### config.mk
export PLATFORM = sky130hd
export DESIGN_NAME = otp_seq_target
export DESIGN_NICKNAME = d
export VERILOG_FILES = /design/src/rtl/otp_tgt_pkg.sv /design/src/rtl/otp_port_sync.sv /design/src/rtl/otp_addr_ctr.sv /design/src/rtl/otp_cell_array.sv /design/src/rtl/otp_seq_target.sv
export SDC_FILE = /design/constraint.sdc
export NUM_CORES = 1
export LEC_CHECK = 0
export BUFFER_PORTS_ARGS = -buffer_cell sky130_fd_sc_hd__buf_4
export CAP_MARGIN = 30
export CORE_MARGIN = 2
export CORE_UTILIZATION = 55
export CTS_CLUSTER_SIZE = 10
export DETAILED_ROUTE_END_ITERATION = 12
export PLACE_DENSITY_LB_ADDON = 0.12
export SLEW_MARGIN = 20
export SYNTH_ARGS = -nofsm -noshare
export SYNTH_HDL_FRONTEND = slang
export SYNTH_SLANG_ARGS = --single-unit
### constraint.sdc
create_clock -name clk -period 4.25 [get_ports clk]
set_input_delay 0.425 -clock clk [delete_from_list [all_inputs] [get_ports clk]]
set_output_delay 0.425 -clock clk [all_outputs]
set_load 0.03 [all_outputs]
### src/rtl/otp_tgt_pkg.sv
package otp_tgt_pkg;

    typedef struct packed {
        logic clr_rise;
        logic step_rise;
        logic burn_done;
        logic rd_act;
    } port_evt_t;

    function automatic int unsigned adv_addr(int unsigned cur, int unsigned last, bit wrap);
        if (cur >= last) begin
            return wrap ? 0 : last;
        end
        return cur + 1;
    endfunction

endpackage

### src/rtl/otp_port_sync.sv
module otp_port_sync
    import otp_tgt_pkg::*;
#(
    parameter int STAGES = 2,
    parameter int DW     = 8
) (
    input  logic          clk,
    input  logic          rst,
    input  logic          en,
    input  logic          clr_i,
    input  logic          step_i,
    input  logic          rd_n_i,
    input  logic          burn_n_i,
    input  logic [DW-1:0] din,
    output port_evt_t     evt,
    output logic [DW-1:0] wdata
);
    localparam int VW = DW + 4;
    localparam int P_CLR  = VW - 1;
    localparam int P_STEP = VW - 2;
    localparam int P_RD   = VW - 3;
    localparam int P_BURN = VW - 4;
    localparam logic [VW-1:0] IDLE = {1'b0, 1'b0, 1'b1, 1'b1, {DW{1'b1}}};

    logic [VW-1:0] stg [STAGES];
    logic [VW-1:0] prev;
    logic [VW-1:0] cur;

    generate
        for (genvar g = 0; g < STAGES; g++) begin : g_stg
            if (g == 0) begin : g_first
                always_ff @(posedge clk) begin
                    if (rst) stg[g] <= IDLE;
                    else     stg[g] <= {clr_i, step_i, rd_n_i, burn_n_i, din};
                end
            end else begin : g_next
                always_ff @(posedge clk) begin
                    if (rst) stg[g] <= IDLE;
                    else     stg[g] <= stg[g-1];
                end
            end
        end
    endgenerate

    assign cur = stg[STAGES-1];

    always_ff @(posedge clk) begin
        if (rst) prev <= IDLE;
        else     prev <= cur;
    end

    always_comb begin
        evt.clr_rise  = en & cur[P_CLR]  & ~prev[P_CLR];
        evt.step_rise = en & cur[P_STEP] & ~prev[P_STEP];
        evt.burn_done = en & cur[P_BURN] & ~prev[P_BURN];
        evt.rd_act    = en & ~cur[P_RD];
        wdata         = cur[DW-1:0];
    end

endmodule

### src/rtl/otp_addr_ctr.sv
module otp_addr_ctr
    import otp_tgt_pkg::*;
#(
    parameter int DEPTH = 64,
    parameter bit WRAP  = 1'b1,
    parameter int AW    = $clog2(DEPTH)
) (
    input  logic          clk,
    input  logic          rst,
    input  logic          clr,
    input  logic          step,
    output logic [AW-1:0] addr
);
    localparam logic [AW-1:0] LAST_A = AW'(DEPTH - 1);

    always_ff @(posedge clk) begin
        if (rst)       addr <= '0;
        else if (clr)  addr <= '0;
        else if (step) addr <= AW'(adv_addr(32'(addr), 32'(DEPTH - 1), WRAP));
    end

    assert_clear_R2: assert property (@(posedge clk) disable iff (rst)
        clr |=> addr == '0);

    assert_step_R3: assert property (@(posedge clk) disable iff (rst)
        (step && !clr && addr != LAST_A) |=> addr == $past(addr) + AW'(1));

    assert_bound_R4: assert property (@(posedge clk) disable iff (rst)
        addr <= LAST_A);

    assert_prio_R8: assert property (@(posedge clk) disable iff (rst)
        (clr && step) |=> addr == '0);

    generate
        if (WRAP) begin : g_wrap
            assert_wrap_R4: assert property (@(posedge clk) disable iff (rst)
                (step && !clr && addr == LAST_A) |=> addr == '0);
        end else begin : g_sat
            assert_sat_R4: assert property (@(posedge clk) disable iff (rst)
                (step && !clr && addr == LAST_A) |=> addr == LAST_A);
        end
    endgenerate

endmodule

### src/rtl/otp_cell_array.sv
module otp_cell_array #(
    parameter int DEPTH = 64,
    parameter int DW    = 8,
    parameter int AW    = $clog2(DEPTH)
) (
    input  logic          clk,
    input  logic          rst,
    input  logic          we,
    input  logic [AW-1:0] addr,
    input  logic [DW-1:0] wdata,
    output logic [DW-1:0] rdata
);
    logic [DW-1:0] mem [DEPTH];
    logic          up_q;

    always_ff @(posedge clk) begin
        if (rst) begin
            for (int i = 0; i < DEPTH; i++) mem[i] <= '1;
        end else if (we) begin
            mem[addr] <= mem[addr] & wdata;
        end
    end

    always_ff @(posedge clk) begin
        if (rst) up_q <= 1'b0;
        else     up_q <= 1'b1;
    end

    assign rdata = mem[addr];

    generate
        for (genvar c = 0; c < DEPTH; c++) begin : g_chk
            assert_one_way_R6: assert property (@(posedge clk) disable iff (rst)
                up_q |-> (mem[c] & ~$past(mem[c])) == '0);
        end
    endgenerate

endmodule

### src/rtl/otp_seq_target.sv
module otp_seq_target
    import otp_tgt_pkg::*;
#(
    parameter int DEPTH       = 64,
    parameter int DW          = 8,
    parameter bit WRAP        = 1'b1,
    parameter int SYNC_STAGES = 2
) (
    input  logic          clk,
    input  logic          rst,
    input  logic          mode_en,
    input  logic          ctr_clear,
    input  logic          ctr_step,
    input  logic          read_n,
    input  logic          burn_n,
    input  logic [DW-1:0] bus_in,
    output logic [DW-1:0] bus_out,
    output logic          bus_oe
);
    localparam int AW = $clog2(DEPTH);

    port_evt_t     evt;
    logic [DW-1:0] wdata;
    logic [AW-1:0] addr;
    logic          we;
    logic          up_q;

    otp_port_sync #(.STAGES(SYNC_STAGES), .DW(DW)) u_sync (
        .clk      (clk),
        .rst      (rst),
        .en       (mode_en),
        .clr_i    (ctr_clear),
        .step_i   (ctr_step),
        .rd_n_i   (read_n),
        .burn_n_i (burn_n),
        .din      (bus_in),
        .evt      (evt),
        .wdata    (wdata)
    );

    otp_addr_ctr #(.DEPTH(DEPTH), .WRAP(WRAP), .AW(AW)) u_ctr (
        .clk  (clk),
        .rst  (rst),
        .clr  (evt.clr_rise),
        .step (evt.step_rise),
        .addr (addr)
    );

    // a program edge is dropped while the target itself drives the bus
    assign we = evt.burn_done & ~evt.rd_act;

    otp_cell_array #(.DEPTH(DEPTH), .DW(DW), .AW(AW)) u_cells (
        .clk   (clk),
        .rst   (rst),
        .we    (we),
        .addr  (addr),
        .wdata (wdata),
        .rdata (bus_out)
    );

    assign bus_oe = evt.rd_act;

    always_ff @(posedge clk) begin
        if (rst) up_q <= 1'b0;
        else     up_q <= 1'b1;
    end

    assert_oe_gated_R7: assert property (@(posedge clk) disable iff (rst)
        bus_oe |-> mode_en);

    assert_hold_off_R7: assert property (@(posedge clk) disable iff (rst)
        (up_q && !mode_en) |=> addr == $past(addr));

    assert_read_safe_R9: assert property (@(posedge clk) disable iff (rst)
        (up_q && bus_oe && !evt.step_rise && !evt.clr_rise) |=> $stable(bus_out));

    assert_reset_oe_R1: assert property (@(posedge clk)
        rst |=> !bus_oe);

endmodule

After elaboration in Yosys (flattened, before gate mapping)
Memories as Yosys holds them, arrays and structs flattened. A register that Yosys moved wholly into a read port is not among the register bits.
Index checks and enable logic that the tools add are counted.
{"block": "classes", "magnitude_cmp": 1, "n_bitwise": 16, "muxes": 18, "add_sub_neg": 1, "n_reduce_logical": 2}
{"cell": "$mux 12", "count": 2}
{"cell": "$mux 6", "count": 4}
{"cell": "$mux 1", "count": 11}
{"cell": "$and 1x1->1", "count": 8}
{"cell": "$and 8x8->8", "count": 1}
{"cell": "$mux 8", "count": 1}
{"cell": "$reduce_or 8->1", "count": 1}
{"cell": "$add 6x1->6 const B", "count": 1}
{"cell": "$ge 6x6->1 const B", "count": 1}
{"cell": "$not 1->1", "count": 5}
{"cell": "$or 1x1->1", "count": 2}
{"cell": "$reduce_or 2->1", "count": 1}
{"block": "word_totals", "ramBits": 536, "n_memories": 2, "reg_bits": 18, "word_cells": 42, "input_bits": 15, "out_inout_bits": 9}
{"memory": "u_cells.mem", "words": 64, "width": 8, "read_ports": 1, "rd_ports_with_merged_regs": 1, "write_ports": 64, "line": "otp_cell_array.sv:13", "source": "logic [DW-1:0] mem [DEPTH];"}
{"memory": "u_sync.stg", "words": 2, "width": 12, "read_ports": 2, "rd_ports_with_merged_regs": 0, "write_ports": 2, "line": "otp_port_sync.sv:25", "source": "logic [VW-1:0] stg [STAGES];"}

Longest topological paths before layout
An unclocked memory read counts as a cell.
{"block": "logic_depth", "word_depth": 10, "ltp_mapped": 10, "mapped_depth_nobuf": 6}

By module
A second synthesis with hierarchy kept.
{"block": "hier_totals", "cells_unflattened": 1955, "hier_area_um2": 24001.8}
{"mod": "otp_cell_array", "cells_each": 1854, "n_inst": 1, "area_per_inst_um2": 22864.4, "seq_area_each_um2": 15374.7}
{"mod": "otp_port_sync", "cells_each": 68, "n_inst": 1, "area_per_inst_um2": 839.6, "seq_area_each_um2": 540.5}
{"mod": "otp_addr_ctr", "cells_each": 32, "n_inst": 1, "area_per_inst_um2": 284.0, "seq_area_each_um2": 120.1}
{"mod": "otp_seq_target", "cells_each": 1, "n_inst": 1, "area_per_inst_um2": 13.8, "seq_area_each_um2": 0.0}

Least setup slack after synthesis
Ideal clock, no wire load.
{"block": "synth_path", "kind": "register to output", "from": "register (tool-made name)", "to": "output port bus_out[7]", "path_buffers": 2, "stages_incl_launch_ff": 8, "path_slack_ns": 1.576, "t_required_ns": 3.825, "arrival_time_ns": 2.249, "cell_sequence": "dfxtp_1 > buf_2 > and2_1 > buf_2 > a22oi_1 > a21oi_1 > or4_1 > o21ai_0"}
{"element": "end, declared", "line": "otp_seq_target.sv:17", "source": "output logic [DW-1:0] bus_out,"}

==> key figures <==
Logic synthesis
  – Mux share of post-synthesis cell area: 10.5%
  – Yosys top cell by area: edfxtp_1
  – Largest family of logic cells by synthesized area: simple AND/OR/NAND/NOR gates
  – #FFs+latches synth: 551
  – Post-synth top area share: 61.5%
  – Post-Synth Adder-Cell Area: 0.0500%
  – Top post-synthesis cells by area: edfxtp_1, mux2i_1, nand2_1
  – Syn nets: 1949
  – Post-Synth Simple-Gate Area: 14.9%
  – Syn Std Cell Area: 0.0250 mm^2
  – Synth Instances: 1933
  – Yosys warns: 0
  – Main synth FF type: edfxtp_1
  – EDFF count, synth: 512
  – Distinct cells, synth: 43
  – Most common cell in the netlist: edfxtp_1
  – Register area share after synthesis: 64.6%
  – Post-Syn Area per Cell: 12.9 um^2
  – Most common library cells after synthesis: edfxtp_1, nand2_1, mux2i_1
  – XOR/XNOR Fraction of Synth Area: 0.105%
  – Post-synth ARST share: 0%
  – Post-synthesis compound-gate area fraction: 5.98%

GRT
  – Grt met2 use: 43.5%
  – First-pass GRT wire length: 98300 um
  – GR peak layer: met2
  – Initial antenna violation count: 0
  – Pin count of the biggest net entering global routing: 65
  – GR Overflow Total: 0
  – Met3 global-route usage: 5.07%
  – GRT Resource Usage Total: 28.1%
  – Number of global-route vias before repair: 15400
  – GR met1 Demand/Resource: 39.9%

Drt
  – Vias: 15700
  – 1st-iter DRT viols: 1752
  – First-pass detailed-route iteration total: 5
  – DRC Markers: 0
  – Antenna violation net count after detailed routing: 0
  – Vias per Instance: 6.00
  – Final wirelength: 65300 um
  – WL/cell: 24.9 um

Die
  – Die area: 0.0472 mm^2
  – Die X: 217 um
  – Row cnt: 78
  – Starting density of the core: 55.5%
  – Top-Level Pins: 24
  – Core area: 0.0451 mm^2
  – Die height: 217 um

STA
  – Pins Over Slew Limit: 0
  – Min Hold Slack: 0.0531 ns
  – Final hold vios: 0
  – Slew HR: 39.7%
  – Tmin final: 4.05 ns
  – Setup slack after layout: 0.200 ns
  – Slew @ Worst Pin: 0.903 ns
  – Fmax: 247 MHz
  – Unrepaired setup endpoints after global routing: false
  – TNS Setup: 0 ns
  – Worst Skew: 0.0346 ns
  – Setup violations, final: 0
  – Period utilization: 95.3%

Clock network
  – H-tree levels: 2
  – Clock-pin slew on the worst setup and hold paths: 0.05 ns
  – Clock tree sinks: 551
  – Clock root cell: clkbuf_16
  – Clock buffers created by TritonCTS: 61
  – Skew-Pair Late Insertion Delay: 0.64 ns
  – CTS tree: done
  – Maximum clock path buffer count: 3

Placement
  – IO buf count: 23
  – Hpwl dp: 41900 um
  – Inst Count DP: 2518
  – Setup WS pre-CTS: 0.607 ns
  – Final GP Congestion: 0.868

Run status
  – Status: finished clean

Pwr
  – Worst IR drop on VDD: 0.000387 V
  – Final Total Pwr: 11.3 mW
  – Net switching fraction of the power: 21.4%
  – Power Density: 410 mW/mm^2
  – Net switching power: 2.43 mW
  – Leak: 8.28 nW
  – Combinational share of power: 4.1%
  – P_int: 8.91 mW
  – Flop pwr share: 54.5%
  – Clock power frac: 41.4%

Cells and area
  – Cell Count, Final, Fillers Out: 2624
  – Layout overhead on the synthesized area: 10.7%
  – Ant diodes: 0
  – Nets@finish: 2009
  – Layout cells sized above 1: 18.0%

Worst hold path
  – HP Class: in2reg

Setup path
  – Critical path launch point type: flop
  – CP max stage delay: 0.62 ns
  – CP Cell Sequence: buf_12 > mux2i_1 > a22oi_2 > a21oi_1 > or4_4 > o21ai_0 > buf_4
  – CP Max Fanout: 60
  – Critical path endpoint category: output pin
  – Slowest CP cell: dfxtp_4
  – Worst path arrival time: 3.62 ns
  – WS Path Type: reg2out
  – Worst path required time: 3.83 ns

Job
  – Max-cap viol count: 0
==> metal layers <==
metal / wire (um) / up-vias
met1: 27600 / 7828
met4: 2390 / 0
met2: 30000 / 684
met5: 0 / -
li1: - / 7095
met3: 5330 / 124
==> final cells by class <==
cell class / count / area, um^2
Timing Repair Buffer: 135 / 1170
Fill cell: 3553 / 17400
Clock buffer: 91 / 1660
Clock inverter: 3 / 43.8
Inverter: 1 / 3.75
Multi-Input combinational cell: 1243 / 7910
Sequential cell: 551 / 16200
Tap cell: 600 / 751
==> what timing repair did <==
item                                    CTS  global route
buffers inserted                          1             0
endpoints found under the setup margin    2             1
gates resized for setup                   0             1
gates cloned                              0             0
hold buffers                             10             0
hold endpoints to repair                 10             0
==> cell families (layout without fill, tap and decap cells) <==
family,count (synthesis),after routing
AO/OA/AOI/OAI,207,207
XOR/XNOR,3,3
adder cells (fa/ha/maj),1,1
buffers and inverters,139,230
flip-flops,551,551
multiplexers,261,261
AND/OR/NAND/NOR,771,771
==> sequential cells by signal, indices dropped and copies added (netlist names), named ones only <==
signal,flops
u_cells.mem,512
u_sync.prev,3
u_ctr.addr,6
u_sync.stg,24
==> path summary, 6_finish.rpt <==
kind	startpoint	to	slack [ns]	cells after the start
worst max-delay path	flop	bus_out[1]	0.20	7
worst min-delay path	ctr_clear	u_sync.stg[0][11]$_SDFF_PP0_	0.05	2
worst min register to register	u_sync.stg[0][7]$_SDFF_PP1_	u_sync.stg[1][7]$_SDFF_PP1_	0.40	1
worst max register to register	flop	u_cells.mem[18][7]$_SDFFCE_PN1P_	0.68	8
==> stage by stage <==
| step | cell area (um^2) | util, % |
|---|---|---|
| 2_1_floorplan | 25000 | - |
| 3_3_place_gp | 25800 | 57.3 |
| 3_5_place_dp | 25800 | 57.3 |
| 4_1_cts | 27700 | 61.4 |
| 5_1_grt | 27700 | 61.4 |
| 6_report | 27700 | 61.4 |
==> placed cells by master, fill, tap and decap left out, drive strengths merged, types with 2 or more instances in the layout <==
cell,synthesis,routed
mux2i,257,257
nor2,80,80
or2,88,88
nand2b,10,10
inv,1,2
or4,3,3
nand2,472,472
clkbuf,44,91
nor2b,18,18
a22oi,132,132
nand3b,3,3
a21oi,61,61
nor4,12,12
and2,9,9
nand3,70,70
xnor2,2,2
a2bb2oi,3,3
nor3,2,2
dfxtp,39,39
buf,94,125
edfxtp,512,512
dlygate4sd3,0,10
mux2,4,4
o21ai,8,8
clkinv,0,2
==> power groups by stage <==
stage	registers [mW]	clock network (mW)	logic (mW)
floorplan	6.27	0	0.314
global placement	6.29	0	0.444
detailed placement	6.30	0	0.454
CTS	6.18	4.75	0.462
global route	6.20	4.95	0.493
finish	6.18	4.70	0.463
==> worst max-delay path: cells and delay by family, from the launching register on <==
family / cells / cell delay, ns
multiplexers: 1 / 0.18
AO/OA/AOI/OAI: 3 / 0.88
flip-flops: 1 / 0.62
AND/OR/NAND/NOR: 1 / 0.59
buffers and inverters: 2 / 0.69
No activity file was read; power rests on OpenSTA's default activity.
